**src/rtl/mhf_pkg.sv**
```systemverilog
package mhf_pkg;

  localparam logic [31:0] CRC_SEED   = 32'hFFFF_FFFF;
  localparam logic [31:0] CRC_POLY_R = 32'hEDB8_8320;

  typedef struct packed {
    logic promisc;
    logic enable;
  } cfg_t;

  // one data bit into a right-shifting (reflected) CRC-32
  function automatic logic [31:0] crc_bit(input logic [31:0] c, input logic d);
    logic fb;
    fb = c[0] ^ d;
    return (c >> 1) ^ (fb ? CRC_POLY_R : 32'h0);
  endfunction

  // one byte, least significant bit first
  function automatic logic [31:0] crc_byte(input logic [31:0] c, input logic [7:0] b);
    logic [31:0] r;
    r = c;
    for (int i = 0; i < 8; i++) r = crc_bit(r, b[i]);
    return r;
  endfunction

endpackage

```
**src/rtl/mhf_regs.sv**
```systemverilog
module mhf_regs #(
  parameter int TBL_WORDS  = 4,
  parameter int WORD_W     = 16,
  parameter int ADDR_BYTES = 6,
  parameter int REG_AW     = 3
) (
  input  logic                        clk,
  input  logic                        rst_n,
  input  logic                        wr,
  input  logic [REG_AW-1:0]           addr,
  input  logic [WORD_W-1:0]           wdata,
  output logic [WORD_W-1:0]           rdata,
  input  logic                        busy,
  input  logic                        frame_end,
  output logic [TBL_WORDS*WORD_W-1:0] table_o,
  output logic [ADDR_BYTES*8-1:0]     station_o,
  output logic                        promisc_o,
  output logic                        en_o,
  output logic                        pend_o
);
  import mhf_pkg::*;

  localparam int STA_WORDS = (ADDR_BYTES * 8) / WORD_W;
  localparam int CFG_ADDR  = TBL_WORDS;
  localparam int STA_BASE  = TBL_WORDS + 1;

  logic [WORD_W-1:0] tbl [TBL_WORDS];
  logic [WORD_W-1:0] sta [STA_WORDS];
  cfg_t              cfg_q;
  logic              pend_q;
  logic              cfg_wr;

  assign cfg_wr = wr && (addr == REG_AW'(CFG_ADDR));

  for (genvar w = 0; w < TBL_WORDS; w++) begin : g_tbl
    always_ff @(posedge clk) begin
      if (!rst_n)                          tbl[w] <= '0;
      else if (wr && addr == REG_AW'(w))   tbl[w] <= wdata;
    end
    assign table_o[w*WORD_W +: WORD_W] = tbl[w];
  end

  for (genvar s = 0; s < STA_WORDS; s++) begin : g_sta
    always_ff @(posedge clk) begin
      if (!rst_n)                                   sta[s] <= '0;
      else if (wr && addr == REG_AW'(STA_BASE + s)) sta[s] <= wdata;
    end
    assign station_o[s*WORD_W +: WORD_W] = sta[s];
  end

  // enable with deferred clear: a clear during an address waits for its end
  always_ff @(posedge clk) begin
    if (!rst_n) begin
      cfg_q  <= '0;
      pend_q <= 1'b0;
    end else if (cfg_wr) begin
      cfg_q.promisc <= wdata[1];
      if (wdata[0]) begin
        cfg_q.enable <= 1'b1;
        pend_q       <= 1'b0;
      end else if (cfg_q.enable && busy && !frame_end) begin
        pend_q <= 1'b1;
      end else begin
        cfg_q.enable <= 1'b0;
        pend_q       <= 1'b0;
      end
    end else if (pend_q && (!busy || frame_end)) begin
      cfg_q.enable <= 1'b0;
      pend_q       <= 1'b0;
    end
  end

  always_comb begin
    rdata = '0;
    for (int i = 0; i < TBL_WORDS; i++)
      if (addr == REG_AW'(i)) rdata = tbl[i];
    if (addr == REG_AW'(CFG_ADDR)) rdata = WORD_W'({cfg_q.promisc, cfg_q.enable});
    for (int i = 0; i < STA_WORDS; i++)
      if (addr == REG_AW'(STA_BASE + i)) rdata = sta[i];
  end

  assign promisc_o = cfg_q.promisc;
  assign en_o      = cfg_q.enable;
  assign pend_o    = pend_q;

endmodule

```
**src/rtl/mhf_seq.sv**
```systemverilog
module mhf_seq #(
  parameter int ADDR_BYTES = 6,
  parameter int CNT_W      = $clog2(ADDR_BYTES)
) (
  input  logic             clk,
  input  logic             rst_n,
  input  logic             addr_valid,
  input  logic             addr_start,
  input  logic             rx_on,
  output logic             take_first,
  output logic             take_more,
  output logic             last_take,
  output logic             abort,
  output logic             busy,
  output logic [CNT_W-1:0] byte_idx
);

  logic [CNT_W-1:0] cnt_q;

  assign busy       = (cnt_q != '0);
  assign take_first = addr_valid && addr_start && rx_on;
  assign abort      = addr_valid && addr_start && !rx_on && busy;
  assign take_more  = addr_valid && !addr_start && busy;
  assign last_take  = take_more && (cnt_q == CNT_W'(ADDR_BYTES - 1));
  assign byte_idx   = take_first ? '0 : cnt_q;

  always_ff @(posedge clk) begin
    if (!rst_n)                 cnt_q <= '0;
    else if (take_first)        cnt_q <= CNT_W'(1);
    else if (abort || last_take) cnt_q <= '0;
    else if (take_more)         cnt_q <= cnt_q + CNT_W'(1);
  end

endmodule

```
**src/rtl/mhf_track.sv**
```systemverilog
module mhf_track #(
  parameter int ADDR_BYTES = 6,
  parameter int CNT_W      = $clog2(ADDR_BYTES),
  parameter int HASH_W     = 6
) (
  input  logic                    clk,
  input  logic                    rst_n,
  input  logic                    take_first,
  input  logic                    take_more,
  input  logic [7:0]              byte_in,
  input  logic [CNT_W-1:0]        byte_idx,
  input  logic [ADDR_BYTES*8-1:0] station,
  output logic [HASH_W-1:0]       hash_idx,
  output logic                    group_cur,
  output logic                    bcast_next,
  output logic                    match_next
);
  import mhf_pkg::*;

  logic [31:0] crc_q, crc_base, crc_next;
  logic        group_q, bcast_q, match_q;
  logic        bcast_base, match_base;
  logic [7:0]  sta_byte;
  logic        take;

  assign take = take_first || take_more;

  always_comb begin
    sta_byte = '0;
    for (int i = 0; i < ADDR_BYTES; i++)
      if (byte_idx == CNT_W'(i)) sta_byte = station[i*8 +: 8];
  end

  assign crc_base   = take_first ? CRC_SEED : crc_q;
  assign bcast_base = take_first ? 1'b1 : bcast_q;
  assign match_base = take_first ? 1'b1 : match_q;

  assign crc_next   = crc_byte(crc_base, byte_in);
  assign bcast_next = bcast_base && (byte_in == 8'hFF);
  assign match_next = match_base && (byte_in == sta_byte);
  assign group_cur  = take_first ? byte_in[0] : group_q;
  assign hash_idx   = crc_next[31 -: HASH_W];

  always_ff @(posedge clk) begin
    if (!rst_n) begin
      crc_q   <= CRC_SEED;
      group_q <= 1'b0;
      bcast_q <= 1'b0;
      match_q <= 1'b0;
    end else if (take) begin
      crc_q   <= crc_next;
      group_q <= group_cur;
      bcast_q <= bcast_next;
      match_q <= match_next;
    end
  end

endmodule

```
**src/rtl/mcast_hash_filter.sv**
```systemverilog
module mcast_hash_filter #(
  parameter int ADDR_BYTES = 6,
  parameter int TBL_WORDS  = 4,
  parameter int WORD_W     = 16,
  localparam int REG_AW    = $clog2(TBL_WORDS + 1 + (ADDR_BYTES * 8) / WORD_W)
) (
  input  logic              clk,
  input  logic              rst_n,
  input  logic [7:0]        addr_byte,
  input  logic              addr_valid,
  input  logic              addr_start,
  input  logic              reg_wr,
  input  logic [REG_AW-1:0] reg_addr,
  input  logic [WORD_W-1:0] reg_wdata,
  output logic [WORD_W-1:0] reg_rdata,
  output logic              decision_valid,
  output logic              decision_accept
);

  localparam int HASH_W = $clog2(TBL_WORDS * WORD_W);
  localparam int BIT_W  = $clog2(WORD_W);
  localparam int WSEL_W = HASH_W - BIT_W;
  localparam int CNT_W  = $clog2(ADDR_BYTES);

  // named internal events (observed by the bound checker)
  logic                        take_first_w, take_more_w, last_take_w, abort_w, busy_w;
  logic                        promisc_w, en_w, pend_w, rx_on_w;
  logic [CNT_W-1:0]            byte_idx_w;
  logic [TBL_WORDS*WORD_W-1:0] table_w;
  logic [ADDR_BYTES*8-1:0]     station_w;
  logic [HASH_W-1:0]           hash_idx_w;
  logic                        group_w, bcast_w, match_w;
  logic [WSEL_W-1:0]           wsel;
  logic [BIT_W-1:0]            bsel;
  logic [WORD_W-1:0]           word_sel;
  logic                        tbl_hit, accept_now;
  logic                        dv_q, acc_q;

  assign rx_on_w = en_w && !pend_w;

  mhf_regs #(
    .TBL_WORDS(TBL_WORDS), .WORD_W(WORD_W), .ADDR_BYTES(ADDR_BYTES), .REG_AW(REG_AW)
  ) regs_i (
    .clk(clk), .rst_n(rst_n), .wr(reg_wr), .addr(reg_addr), .wdata(reg_wdata),
    .rdata(reg_rdata), .busy(busy_w), .frame_end(last_take_w || abort_w),
    .table_o(table_w), .station_o(station_w), .promisc_o(promisc_w),
    .en_o(en_w), .pend_o(pend_w)
  );

  mhf_seq #(.ADDR_BYTES(ADDR_BYTES), .CNT_W(CNT_W)) seq_i (
    .clk(clk), .rst_n(rst_n), .addr_valid(addr_valid), .addr_start(addr_start),
    .rx_on(rx_on_w), .take_first(take_first_w), .take_more(take_more_w),
    .last_take(last_take_w), .abort(abort_w), .busy(busy_w), .byte_idx(byte_idx_w)
  );

  mhf_track #(.ADDR_BYTES(ADDR_BYTES), .CNT_W(CNT_W), .HASH_W(HASH_W)) track_i (
    .clk(clk), .rst_n(rst_n), .take_first(take_first_w), .take_more(take_more_w),
    .byte_in(addr_byte), .byte_idx(byte_idx_w), .station(station_w),
    .hash_idx(hash_idx_w), .group_cur(group_w), .bcast_next(bcast_w),
    .match_next(match_w)
  );

  // upper index bits pick the word, lower bits the bit inside it
  assign wsel = hash_idx_w[HASH_W-1:BIT_W];
  assign bsel = hash_idx_w[BIT_W-1:0];

  always_comb begin
    word_sel = '0;
    for (int w = 0; w < TBL_WORDS; w++)
      if (wsel == WSEL_W'(w)) word_sel = table_w[w*WORD_W +: WORD_W];
  end

  assign tbl_hit    = word_sel[bsel];
  assign accept_now = promisc_w || bcast_w || (group_w ? tbl_hit : match_w);

  always_ff @(posedge clk) begin
    if (!rst_n) begin
      dv_q  <= 1'b0;
      acc_q <= 1'b0;
    end else begin
      dv_q  <= last_take_w;
      acc_q <= last_take_w && accept_now;
    end
  end

  assign decision_valid  = dv_q;
  assign decision_accept = acc_q;

endmodule

```
**config.mk**
```make
export PLATFORM = sky130hd
export DESIGN_NAME = mcast_hash_filter
export DESIGN_NICKNAME = d
export VERILOG_FILES = /design/src/rtl/mhf_pkg.sv /design/src/rtl/mhf_regs.sv /design/src/rtl/mhf_seq.sv /design/src/rtl/mhf_track.sv /design/src/rtl/mcast_hash_filter.sv
export SDC_FILE = /design/constraint.sdc
export NUM_CORES = 1
export LEC_CHECK = 0
export BUFFER_PORTS_ARGS = -buffer_cell sky130_fd_sc_hd__buf_4
export CAP_MARGIN = 10
export CORE_UTILIZATION = 51
export CTS_CLUSTER_DIAMETER = 200
export DETAILED_ROUTE_END_ITERATION = 12
export MAX_ROUTING_LAYER = met4
export PLACE_DENSITY = 0.68
export RECOVER_POWER = 25
export SLEW_MARGIN = 30
export SYNTH_ARGS = -nofsm -noshare
export SYNTH_HDL_FRONTEND = slang
export SYNTH_SLANG_ARGS = --single-unit
```
**constraint.sdc**
```tcl
create_clock -name clk -period 3.5 [get_ports clk]
set_clock_uncertainty 0.1 [all_clocks]
set_input_delay 0.175 -clock clk [delete_from_list [all_inputs] [get_ports clk]]
set_output_delay 0.175 -clock clk [all_outputs]
set_load 0.005 [all_outputs]
```
==> results.md, run 1 <==
- Run status: finished, violations left
- Failing checks: design-rule violations, negative hold slack, max-capacitance violations, max-slew violations
- Die height: 139.2 um
- Nets: 1064
- Post-CTS repair timing setup buffer count: 0
- Flops & latches, synth: 155
- Fmax: 308.9 MHz
- Worst path required time: 3710 ps
- GPL Wtd Cong: 0.9652
- Final Max Slew Viols: 35
- Initial drt markers: 719
- DR DRC count: 3
- Clock transition at path regs: 70 ps
- Max FO, Critical Path: 20
- Worst Tran Pin Value: 1509 ps
- Vias in the first global route: 7305
- First-pass GRT wire length: 42710 um
- CP Cell Sequence: and4b_2 > or3_1 > nand2_2 > inv_1 > ha_1 > buf_4 > nand2_1 > o21ai_0 > mux4_1 > o22ai_1 > nor4_1 > o21ai_1 > o211ai_1
- Synth cell types: 70
- Mapped Area: 9594 um^2
- Worst hold margin: -3.908 ps
- Syn Inst Count: 972
- CP max stage cell: mux4_1
- Antenna diode count: 0
- Clk sink count: 155
- Root buf cell: clkbuf_16
- Full die area: 19360 um^2
- DRT Pass-1 Iters: 9
- Die W: 139.2 um
- DRT antenna net count: 0
- Total GRT Usage: 0.3020
- Clk_lat worst skew: 440 ps
- Buffer and inverter count on the worst path: 2
- EDFF count, synth: 112
- HP Class: input port to flip-flop
- Clock Path Buffers: 2
- FP Rows: 49
- Multi-input logic area: 5015 um^2
- Synth warn: 0
- Worst setup EP type: flip-flop
- Critical Path Source Type: flip-flop
- Max Cap Viol: 1
- # IOs: 50
- Fin Setup TNS: 0 ps
- Register area: 4224 um^2
- CTS tree: done
- Setup repair after global routing missed its margin: no
- Seq/Total Area, Yosys: 0.4403
- Layout fillers: 1547
- Top post-synthesis cells by area: edfxtp_1 (35%), dfxtp_1 (9.0%), and2_1 (7.4%)
- Tcrit/Tclk final: 0.9249
- Vias: 7688
- Ys flop type: edfxtp_1
- Area delta synth->final: 14.21%
- Synth top area share: 0.3505
- Worst path top cell family by delay: simple AND/OR/NAND/NOR gates
- Port-buffer cells: 49
- Layout cells sized above 1: 0.1638
- Leakage: 3.983 nW
- Critical path arrival: 3450 ps
- Avg Cell Area, Syn: 9.871 um^2
- WS Path Type: flip-flop to flip-flop
- PD cells: 445.6 nW/um^2
- GR Overflow Total: 0
- Cell taking the most area after synthesis: edfxtp_1
- Setup violators final: 0
- # H-tree levels: 4
- Core Area: 18210 um^2
- Asr flop ratio synth: 0
- Pin count of the biggest net entering global routing: 51
- CTS Buf Count: 17
- Initial Util: 0.5269
- Slowest stage delay, CP: 500 ps
- Max_slew headroom: -0.005912
- Antenna violations before repair: 0
- Worst vdd ir: 0.3238 mV
- Vias/cell: 6.068
- Routed WL: 27440 um
- Detailed placement HPWL: 19060 um
- Minimum clock period: 3237 ps
- Net count after synthesis: 1011
- Final hold viol count: 3
- Avg WL per Cell: 21.66 um
- Post-layout util: 0.6018
==> flip-flops by register name (all words and copies together) (netlist names) <==
signal	flops
regs_i.tbl	64
regs_i.sta	48
track_i.crc_q	32
seq_i.cnt_q	3
decision_accept	1
decision_valid	1
regs_i.en_o	1
regs_i.pend_o	1
regs_i.promisc_o	1
track_i.bcast_q	1
track_i.group_q	1
track_i.match_q	1
==> power by group <==
group | total, mW | internal, mW | switching (mW)
combinational | 1.01 | 0.448 | 0.558
clock | 1.75 | 0.923 | 0.824
sequential | 2.13 | 2.06 | 0.0657
total | 4.88 | 3.43 | 1.45
==> Yosys cell counts, types with 12 or more instances <==
cell and number:
inv_1 14, a22oi_1 17, nor2_1 93, nand2_1 86, xor2_1 19, a31oi_1 12, and2_1 113, clkbuf_1 53
o22ai_1 19, a21oi_1 54, mux2_2 19, mux4_2 19, xnor2_1 70, o21ai_0 43, nand2b_1 12, nor3_1 12
dfxtp_1 43, edfxtp_1 112
==> placed cells by master (no fill, tap or decap), types with 38 or more instances in the layout <==
cell type,netlist,layout
xnor2_1,70,70
o21ai_0,43,38
nor2_1,93,91
a21oi_1,54,54
dfxtp_1,43,43
buf_4,2,84
and2_1,113,98
edfxtp_1,112,112
nand2_1,86,86
==> routing by layer <==
metal / up-vias / part of all wire / track usage / wire [um]
met3: 57 / 0.064 / 0.04454 / 1748
li1: 3572 / - / - / -
met5: - / 0 / - / 0
met2: 313 / 0.47 / 0.4702 / 12980
met4: 0 / 0.030 / 0.1287 / 818
met1: 3746 / 0.43 / 0.3937 / 11890
==> worst paths after layout <==
path                     startpoint           endpoint  slack (ps)  cells after the start
hold reg to reg   track_i.crc_q[30]  track_i.crc_q[30]         380                      2
setup reg to reg      regs_i.pend_o    decision_accept         260                     13
hold / removal        reg_wdata[10]  regs_i.sta[0][10]          -4                      2
setup / recovery      regs_i.pend_o    decision_accept         260                     13
==> kinds of logic (layout without fill, tap and decap cells) <==
| kind of cell | count (synthesis) | count (layout) | share of synthesized area |
|---|---|---|---|
| buf+inv | 89 | 155 | 0.03821 |
| compound gates | 209 | 209 | 0.1403 |
| fa+ha+maj | 7 | 7 | 0.009128 |
| xor+xnor | 96 | 96 | 0.09520 |
| mux | 51 | 51 | 0.08555 |
| flops | 155 | 155 | 0.4403 |
| simple gates | 365 | 365 | 0.1913 |
==> area by class of cell <==
type	instances	area share
Inverter	14	0.004796
Tap cell	229	0.02615
Clock inverter	14	0.01028
Timing Repair Buffer	109	0.07650
Clock buffer	18	0.03916
Sequential cell	155	0.3855
Multi-Input combinational cell	728	0.4576
==> repair_timing <==
action,4_1_cts,5_1_grt
endpoints found under the setup margin,0,1
gates resized for setup,0,1
endpoints found under the hold margin,90,0
hold buffers,17,0
==> through the flow <==
step | total power [mW] | worst slack [ps] | hold slack (ps) | instances | cell area [um^2]
4_1_cts | 4.881 | 277.8 | 0.2015 | 1267 | 10990
3_5_place_dp | 3.146 | 290.5 | 375.1 | 1218 | 10270
6_report | 4.883 | 262.9 | -3.908 | 1267 | 10960
5_1_grt | 5.042 | 7.288 | 3.411 | 1267 | 10960
3_3_place_gp | 3.138 | 335.2 | 370.6 | 1218 | 10270
2_1_floorplan | 2.808 | 263.2 | 219.8 | 972 | 9594
(Power assumes the default switching activity.)
==> run 2: changes to the inputs <==
CORE_ASPECT_RATIO = 2   (was unset)
SKIP_CTS_REPAIR_TIMING = 1   (was unset)
==> results.md, run 2 (same netlist as run 1, synthesis figures left out) <==
- Run status: finished, violations left
- Failing checks: negative hold slack
- Max FO, Critical Path: 13
- Port-buffer cells: 49
- Worst path required time: 3700 ps
- Clk sink count: 155
- Area delta synth->final: 13.59%
- Root buf cell: clkbuf_16
- Worst path top cell family by delay: compound AO/OA/AOI/OAI gates
- Clock transition at path regs: 60 ps
- Detailed placement HPWL: 20310 um
- DRT antenna net count: 0
- Critical Path Source Type: flip-flop
- Clk_lat worst skew: 430 ps
- Buffer and inverter count on the worst path: 0
- Slowest stage delay, CP: 660 ps
- Worst vdd ir: 0.4564 mV
- DRT Pass-1 Iters: 5
- Avg WL per Cell: 21.95 um
- Largest Register: regs_i.tbl
- Min-delay src: addr_byte[2]
- Max_slew headroom: 0.02505
- PD cells: 446.2 nW/um^2
- Antenna violations before repair: 0
- Worst r2r dst: decision_accept
- # IOs: 50
- Leading cell type in the layout, fill and taps excluded: edfxtp_1
- Worst R2R Setup Slack: 210 ps
- WS Path Type: flip-flop to flip-flop
- Nets: 1059
- Final Max Slew Viols: 0
- Initial drt markers: 551
- Commonest non-fill, non-tap cells in the layout: edfxtp_1 (112), and2_1 (111), nor2_1 (90)
- Leakage: 3.964 nW
- CP Cell Sequence: and4b_2 > o21ai_1 > nand2_4 > xnor3_4 > mux4_1 > o22ai_1 > nor4_1 > o21ai_1 > o211ai_1
- Layout fillers: 1616
- Final non-filler cell total: 1248
- Initial Util: 0.5216
- Reg2Reg Depth: 9
- CTS Buf Count: 17
- DR DRC count: 0
- Core Area: 18390 um^2
- Max Cap Viol: 0
- First-pass GRT wire length: 43170 um
- Antenna diode count: 0
- Worst Hold Path EP: track_i.crc_q[10]
- Total Power: 4.862 mW
- Fmax: 303.9 MHz
- CTS tree: done
- Placed Area: 10310 um^2
- GPL Wtd Cong: 0.9463
- Top flop regs: regs_i.tbl: 64 flops, regs_i.sta: 48 flops, track_i.crc_q: 32 flops
- Fin Setup TNS: 0 ps
- Post-layout util: 0.5925
- Total GRT Usage: 0.3084
- Critical path arrival: 3490 ps
- Minimum clock period: 3290 ps
- Number of flip-flops in the largest register: 64
- Most used cell, CP: o21ai_1
- Routed WL: 27390 um
- Worst hold margin: -31.25 ps
- GR Overflow Total: 0
- Die height: 196.0 um
- Post-route cell area: 10900 um^2
- HP Class: input port to flip-flop
- FP Rows: 70
- Worst setup EP type: flip-flop
- Clock Path Buffers: 2
- Vias/cell: 6.122
- Tcrit/Tclk final: 0.9401
- R2R Path Start: regs_i.pend_o
- Number of placed cells counting well taps: 1209
- # H-tree levels: 4
- Vias in the first global route: 7659
- Worst Tran Pin Value: 1462 ps
- Pin count of the biggest net entering global routing: 58
- Final hold viol count: 3
- Full die area: 19400 um^2
- CP max stage cell: xnor3_4
- Worst hold path depth: 3
- Layout cells sized above 1: 0.1618
- Vias: 7640
- Die W: 98.99 um
- Setup violators final: 0
-- run 2: cell count changes in the layout (fill, tap and decap cells not counted), sizes merged --
cell / previous run / this run
dlygate4sd3: 17 / 8
clkbuf: 26 / 29
inv: 20 / 17
buf: 84 / 86
bufinv: 0 / 1
-- run 2: worst register-to-register path: cells and delay by family (launching register included) --
family	cells	cell delay [ps]
xor gates and xnor gates	1	660
muxes	1	630
and+or+nand+nor	3	570
AOI/OAI and AO/OA	4	830
DFF	1	380
-- run 2: cell type report --
cell class | count | area, um^2 | area share
Clock inverter | 12 | 98.84 | 0.009070
Sequential cell | 155 | 4224 | 0.3876
Tap cell | 216 | 270.3 | 0.02480
Inverter | 14 | 52.55 | 0.004822
Timing Repair Buffer | 104 | 799.5 | 0.07336
Multi-Input combinational cell | 728 | 5020 | 0.4606
Clock buffer | 19 | 432.9 | 0.03972
-- run 2: routing by layer --
metal / wire length, um / global-route usage
met4: 1347 / 0.1647
met2: 15290 / 0.5623
met5: 0 / -
met1: 9735 / 0.3184
met3: 1018 / 0.03669
-- run 2: worst max path at each step --
stage / from / to / slack [ps] / depth (start not counted)
after floorplan: track_i.crc_q[6] / decision_accept / 260 / 15
after global placement: regs_i.pend_o / decision_accept / 170 / 9
after detailed placement: regs_i.pend_o / decision_accept / 150 / 9
after CTS: regs_i.pend_o / decision_accept / 120 / 9
after global routing: regs_i.pend_o / decision_accept / -2 / 15
final: regs_i.pend_o / decision_accept / 210 / 9
-- run 2: power by group --
group | leakage (nW) | internal, mW | switching (mW)
Combinational | 2.28 | 0.456 | 0.567
Sequential | 1.43 | 2.06 | 0.0652
Clock | 0.252 | 0.968 | 0.741
-- run 2: metrics by stage --
step	hold WS [ps]	setup slack (ps)
2_1_floorplan	219.8	263.2
3_3_place_gp	371.6	170.4
3_5_place_dp	378.0	149.9
4_1_cts	-51.30	116.4
5_1_grt	1.974	-1.854
6_report	-31.25	209.7
